[src/rtl/zr_mand_pkg.sv]
// Package: shared constants for the masked AND pipeline.
// Assumes: nothing; consumed by all design modules and the checker.
package zr_mand_pkg;
    // Number of register levels from operand capture to output shares.
    localparam int ZR_LATENCY = 3;
endpackage

[src/rtl/zr_mask_term.sv]
// Module: zr_mask_term
// Captures the shared term m0|m1 once for all lanes, on the same edge the
// lanes capture their operands, so the term travels with its data word.
// Assumes: m0/m1 are the global masks valid in the operand cycle.
module zr_mask_term (
    input  logic clk,
    input  logic rst_n,
    input  logic m0,
    input  logic m1,
    output logic mor_q
);
    // Register the OR of both global masks (stage one).
    always_ff @(posedge clk) begin
        if (!rst_n) mor_q <= 1'b0;
        else        mor_q <= m0 | m1;
    end
endmodule

[src/rtl/zr_valid_pipe.sv]
// Module: zr_valid_pipe
// Delays the valid strobe by DEPTH register levels to match the data.
// Assumes: DEPTH >= 1.
module zr_valid_pipe #(
    parameter int DEPTH = 3
) (
    input  logic clk,
    input  logic rst_n,
    input  logic vin,
    output logic vout
);
    logic [DEPTH-1:0] stg;

    genvar i;
    generate
        for (i = 0; i < DEPTH; i++) begin : g_stage
            // Shift one valid bit per stage, cleared by reset.
            always_ff @(posedge clk) begin
                if (!rst_n)      stg[i] <= 1'b0;
                else if (i == 0) stg[i] <= vin;
                else             stg[i] <= stg[(i == 0) ? 0 : i-1];
            end
        end
    endgenerate

    assign vout = stg[DEPTH-1];
endmodule

[src/rtl/zr_mand_lane.sv]
// Module: zr_mand_lane
// One bit of the masked AND. The leading operand x is a (swap=0) or b
// (swap=1); y is the other one. Level 1 forms x0&y0, (x0&y1)^y1 and x1&y0;
// level 2 forms their sum and the correction with the shared OR term;
// level 3 joins both halves. The output is masked by x1 alone.
// Assumes: x1|y1 == m0|m1 (distinct encodings), mor_q captured with inputs.
module zr_mand_lane (
    input  logic clk,
    input  logic rst_n,
    input  logic swap,
    input  logic a0,
    input  logic a1,
    input  logic b0,
    input  logic b1,
    input  logic mor_q,
    output logic q0,
    output logic q1
);
    logic x0, x1, y0, y1;
    logic p_aa, p_cross, p_mask, k1;
    logic s_left, s_right, k2;

    // Choose which operand leads, which fixes the output mask.
    always_comb begin
        x0 = swap ? b0 : a0;
        x1 = swap ? b1 : a1;
        y0 = swap ? a0 : b0;
        y1 = swap ? a1 : b1;
    end

    // Level 1: the three partial products, each in its own register.
    always_ff @(posedge clk) begin
        if (!rst_n) begin
            p_aa    <= 1'b0;
            p_cross <= 1'b0;
            p_mask  <= 1'b0;
            k1      <= 1'b0;
        end else begin
            p_aa    <= x0 & y0;
            p_cross <= (x0 & y1) ^ y1;
            p_mask  <= x1 & y0;
            k1      <= x1;
        end
    end

    // Level 2: sum of the first-share terms, and mask term with the OR.
    always_ff @(posedge clk) begin
        if (!rst_n) begin
            s_left  <= 1'b0;
            s_right <= 1'b0;
            k2      <= 1'b0;
        end else begin
            s_left  <= p_aa ^ p_cross;
            s_right <= p_mask ^ mor_q;
            k2      <= k1;
        end
    end

    // Level 3: join the halves; second share is the leading mask.
    always_ff @(posedge clk) begin
        if (!rst_n) begin
            q0 <= 1'b0;
            q1 <= 1'b0;
        end else begin
            q0 <= s_left ^ s_right;
            q1 <= k2;
        end
    end
endmodule

[src/rtl/zr_masked_and.sv]
// Module: zr_masked_and (top)
// WIDTH parallel first-order masked AND lanes sharing one m0|m1 term and
// one valid pipeline. No fresh randomness is consumed.
// Assumes: per lane, the operand second shares hold different encodings.
module zr_masked_and #(
    parameter int WIDTH = 4
) (
    input  logic             clk,
    input  logic             rst_n,
    input  logic             in_valid,
    input  logic             swap_op,
    input  logic [WIDTH-1:0] a0,
    input  logic [WIDTH-1:0] a1,
    input  logic [WIDTH-1:0] b0,
    input  logic [WIDTH-1:0] b1,
    input  logic             m0,
    input  logic             m1,
    output logic             out_valid,
    output logic [WIDTH-1:0] q0,
    output logic [WIDTH-1:0] q1
);
    import zr_mand_pkg::*;

    logic mor_q;

    zr_mask_term u_term (
        .clk   (clk),
        .rst_n (rst_n),
        .m0    (m0),
        .m1    (m1),
        .mor_q (mor_q)
    );

    zr_valid_pipe #(.DEPTH(ZR_LATENCY)) u_vpipe (
        .clk   (clk),
        .rst_n (rst_n),
        .vin   (in_valid),
        .vout  (out_valid)
    );

    genvar l;
    generate
        for (l = 0; l < WIDTH; l++) begin : g_lane
            zr_mand_lane u_lane (
                .clk   (clk),
                .rst_n (rst_n),
                .swap  (swap_op),
                .a0    (a0[l]),
                .a1    (a1[l]),
                .b0    (b0[l]),
                .b1    (b1[l]),
                .mor_q (mor_q),
                .q0    (q0[l]),
                .q1    (q1[l])
            );
        end
    endgenerate
endmodule

[config.mk]
export PLATFORM = sky130hd
export DESIGN_NAME = zr_masked_and
export DESIGN_NICKNAME = d
export VERILOG_FILES = /design/src/rtl/zr_mand_pkg.sv /design/src/rtl/zr_mask_term.sv /design/src/rtl/zr_valid_pipe.sv /design/src/rtl/zr_mand_lane.sv /design/src/rtl/zr_masked_and.sv
export SDC_FILE = /design/constraint.sdc
export NUM_CORES = 1
export LEC_CHECK = 0
export BUFFER_PORTS_ARGS = -buffer_cell sky130_fd_sc_hd__buf_2
export CORE_UTILIZATION = 40
export CTS_BUF_LIST = sky130_fd_sc_hd__clkbuf_8
export CTS_CLUSTER_SIZE = 28
export DETAILED_ROUTE_END_ITERATION = 8
export PLACE_DENSITY = 0.61
export SYNTH_ARGS = -nofsm -noshare
export SYNTH_HDL_FRONTEND = slang
export SYNTH_SLANG_ARGS = --single-unit
[constraint.sdc]
create_clock -name clk -period 2 [get_ports clk]
set_clock_uncertainty 0.05 [all_clocks]
set_input_delay 0 -clock clk [delete_from_list [all_inputs] [get_ports clk]]
set_output_delay 0 -clock clk [all_outputs]
set_load 0.005 [all_outputs]
* Word-level counts from Yosys, hierarchy flattened *
Index checks and enable logic that the tools add are counted.

word-level totals
  output and inout port bits = 9
  flip-flop bits (word level) = 40
  bits of input ports = 22
  logic and storage cells = 85

operators by class
  muxes and demuxes = 16
  bitwise logic cells = 29

operators with widths
  kind               number
  two-way mux 1 bit  16
  bitwise XOR 1 bit  16
  AND 1 bit          12
  OR 1 bit           1

* Logic depth before layout (Yosys ltp) *
  word-level depth = 3
  depth in mapped cells = 4
  depth with buffers taken out = 2

* Modules after synthesis *
A second synthesis with hierarchy kept.

second synthesis, totals
  cells, all modules = 120
  area total of the unflattened synthesis = 1407.6 um2

modules (own cells, without submodules)
  module         instances  sequential area each (um2)  cells each  area an instance (um2)
  zr_mand_lane   4          180.2                       28          325.3
  zr_valid_pipe  1          60.1                        6           78.8
  zr_mask_term   1          20.0                        2           27.5

* Least setup slack after synthesis *
No wires, ideal clock.

  path type = reg2reg
  start = reg u_term.mor_q
  end = reg g_lane[0].u_lane.s_right
  cell stages (with the launch flop) = 3
  library setup time = 115 ps
  period minus slack after synthesis = 799 ps
  buffers on the path = 0
  data required time = 1835 ps
  data arrival time = 635 ps
  path slack = 1201 ps
  path through = dfxtp_1 xor2_1 and2_1

between the ends
  cells in the longest elaborated chain, start to end = 1

RTL lines
  item                      RTL line            text
  start: declaration        zr_mask_term.sv:10  output logic mor_q
  start signal: assignment  zr_mask_term.sv:15  else mor_q <= m0 | m1;
  bitwise XOR 1 bit         zr_mand_lane.sv:54  s_right <= p_mask ^ mor_q;
  end signal: assignment    zr_mand_lane.sv:54
  end: declaration          zr_mand_lane.sv:21  logic s_left, s_right, k2;

Every way passes these cells.
A chain may end at the register's enable or synchronous reset.

* Final worst setup path *
  start = in a0[3]
  end = reg g_lane[3].u_lane.p_cross

between the ends
  cells in the longest elaborated chain, start to end = 3

RTL lines
  item                    RTL line             text
  start: declaration      zr_masked_and.sv:12  input logic [WIDTH-1:0] a0,
  two-way mux 1 bit       zr_mand_lane.sv:25   x0 = swap ? b0 : a0;
  AND 1 bit               zr_mand_lane.sv:40   p_cross <= (x0 & y1) ^ y1;
  bitwise XOR 1 bit       zr_mand_lane.sv:40
  end signal: assignment  zr_mand_lane.sv:40
  end: declaration        zr_mand_lane.sv:20   logic p_aa, p_cross, p_mask, k1;

Every way passes these cells.

==> impl_metrics.json <==
{
  "synth_fa_ha_area_share_pct": 0,
  "antenna_found_initial": 0,
  "grt.overflow.total": 0,
  "hp-class": "in -> reg",
  "synth_compound_area_share_pct": 5.83,
  "gp_congestion": 0.686,
  "synth.area.mux_share_pct": 0.686,
  "grt_pass1_wl_um": 3990,
  "setup_tns_ns": 0,
  "htree_levels": 2,
  "tightest_slew_ns": 0.640,
  "ir_worst_vdd_mv": 0.318,
  "hold_ws_ns": 0.0839,
  "max_clock_freq_mhz": 546,
  "crit_path_end_kind": "register",
  "drc": 0,
  "period_minus_slack_ns": 1.83,
  "syn-cell-area_mm2": 0.00146,
  "clock_latency_ns": 0.28,
  "ys_seq_elements": 40,
  "place_ws_ns": 0.974,
  "grt_usage_pct": 13.3,
  "port_buffers": 30,
  "synth-xor-area-share_pct": 7.20,
  "synth_top_family_by_area": "simple AND/OR/NAND/NOR gates",
  "clk_pin_slew_ns": 0.06,
  "layout-drive-gt1-share_pct": 23.5,
  "cts_hold_buf": 31,
  "grt_start_max_net_pins": 48,
  "post-cts-setup-buffer-count": 0,
  "setup_viol": 0,
  "arrival_ns": 2.01,
  "clockBufferDepth": 2,
  "grt_setup_unrepaired": "false",
  "wl_per_cell_um": 9.57,
  "routed_wl_um": 2190,
  "area_growth_pct": 32.2,
  "ys_seq_area_share_pct": 54.9,
  "hpwl_um": 1290,
  "fin_cells": 229,
  "root_buffer": "clkbuf_8",
  "rows": 21,
  "status": "completed",
  "crit_type": "in -> reg",
  "ys_warn_count": 0,
  "syn_inst": 130,
  "vias": 995,
  "cts_resized": 0,
  "via_per_inst": 4.34,
  "n_antenna_cell": 0,
  "worst_setup_path_start_kind": "input pin",
  "dpl.cell_count": 191,
  "fin_ws_ns": 0.169,
  "clock-sinks": 40,
  "fp.coreArea_mm2": 0.00342,
  "crit_fanout": 3,
  "maxCapViolations": 0,
  "p_per_area_mw_per_mm2": 768,
  "fin_crit_sh_pct": 91.6,
  "start_util_pct": 42.7,
  "numCtsBuffers": 5,
  "synthSimpleGateAreaFrac_pct": 22.7,
  "dr.pass1.iters": 4,
  "synth_nets": 152,
  "drt_iter0_drc": 18,
  "route.antenna.remaining_nets": 0,
  "ios": 31,
  "ys_types": 20,
  "die_x_um": 62.4,
  "finalHoldViolations": 0,
  "synth_area_per_cell_um2": 11.2,
  "p_leak_nw": 0.923,
  "cts_tree": "done",
  "dieHeight_um": 62.4,
  "max-slew-margin-rel_pct": 57.3,
  "required_ns": 2.17,
  "dieArea_mm2": 0.00389,
  "nets": 205,
  "finalMaxSlewViolations": 0,
  "grt_pass1_vias": 1053
}
## flip-flops by register name, summed over array words and instances, names as in the netlist
register               flops
g_lane.u_lane.k1           4
g_lane.u_lane.k2           4
g_lane.u_lane.p_aa         4
g_lane.u_lane.p_cross      4
g_lane.u_lane.p_mask       4
g_lane.u_lane.q0           4
g_lane.u_lane.q1           4
g_lane.u_lane.s_left       4
g_lane.u_lane.s_right      4
u_vpipe.stg                2
u_term.mor_q               1
u_vpipe.vout               1
## cell type report
cell class	count	area, um^2
fill	306	1490
sequential	40	801
multi-input combinational	75	532
timing repair buffer	61	460
clock buffer	5	68.8
tap	46	57.6
clock inverter	2	8.76
## where the power goes
group          leakage, nW  internal [W]  switching (W)  total (W)
Clock               0.0452      0.000231       0.000233   0.000464
Sequential           0.329      0.000840      0.0000149   0.000855
Combinational        0.549      0.000100      0.0000609   0.000161
## synthesized netlist by cell type
| master | number | share of area, % |
|---|---|---|
| a21boi_1 | 3 | 1.5 |
| and2_1 | 23 | 9.9 |
| and3_1 | 4 | 1.7 |
| buf_2 | 1 | 0.34 |
| buf_4 | 8 | 4.1 |
| buf_6 | 5 | 3.9 |
| clkbuf_2 | 1 | 0.34 |
| dfxtp_1 | 40 | 55 |
| mux2i_1 | 1 | 0.69 |
| nand2_1 | 11 | 2.8 |
| nand2_2 | 3 | 1.3 |
| nand2b_1 | 3 | 1.3 |
| nand4b_1 | 5 | 3.0 |
| nand4bb_1 | 3 | 2.3 |
| nor2b_1 | 1 | 0.43 |
| o21a_1 | 1 | 0.51 |
| o21ai_1 | 1 | 0.34 |
| o22ai_2 | 3 | 2.6 |
| o31ai_2 | 1 | 0.86 |
| xor2_1 | 12 | 7.2 |
## metal layers
metal	GRT usage, %	vias to the layer above	wire length [um]
li1	-	515	-
met1	11.8	442	893
met2	24.2	28	1090
met3	5.47	10	114
met4	9.59	0	94
met5	0	-	0
## cell usage in the layout, fill, tap and decap left out
| cell | n |
|---|---|
| nor2b_1 | 1 |
| nand2b_1 | 3 |
| clkinv_2 | 1 |
| dlygate4sd3_1 | 31 |
| xor2_1 | 12 |
| inv_1 | 1 |
| mux2i_1 | 1 |
| nand2_2 | 3 |
| nand4bb_1 | 3 |
| and3_1 | 4 |
| o22ai_2 | 3 |
| nand2_1 | 11 |
| clkbuf_8 | 5 |
| o21a_1 | 1 |
| o21ai_1 | 1 |
| dfxtp_1 | 40 |
| nand4b_1 | 5 |
| and2_1 | 23 |
| buf_2 | 30 |
| a21boi_1 | 3 |
| o31ai_2 | 1 |
## path summary, 6_finish.rpt
path / start / endpoint / slack, ns / cells past startpoint
max: a0[3] / g_lane[3].u_lane.p_cross / 0.17 / 6
min: swap_op / g_lane[0].u_lane.p_mask / 0.08 / 3
max reg2reg: u_term.mor_q / g_lane[0].u_lane.s_right / 1.14 / 2
min reg2reg: g_lane[0].u_lane.k1 / g_lane[0].u_lane.k2 / 0.38 / 1
## cell families (layout without fill, tap and decap cells)
family / after synthesis / after routing
flip-flops: 40 / 40
AO/OA/AOI/OAI: 9 / 9
XOR/XNOR: 12 / 12
buffers and inverters: 15 / 68
AND/OR/NAND/NOR: 53 / 53
multiplexers: 1 / 1
## per-stage QoR
step                power [W]  utilization (%)  cell area (um^2)
floorplan            0.000966                -              1460
global route          0.00156             56.4              1930
CTS                   0.00150             56.4              1930
global placement     0.000983             45.1              1540
detailed placement   0.000991             45.1              1540
finish                0.00148             56.4              1930
## worst max-delay path, stage by stage
cell	delay [ns]
dlygate4sd3_1	0.53
buf_2	0.14
nand4bb_1	0.17
dlygate4sd3_1	0.59
nand2_1	0.05
dlygate4sd3_1	0.53
Note: power is estimated with default switching activity, not from simulation.
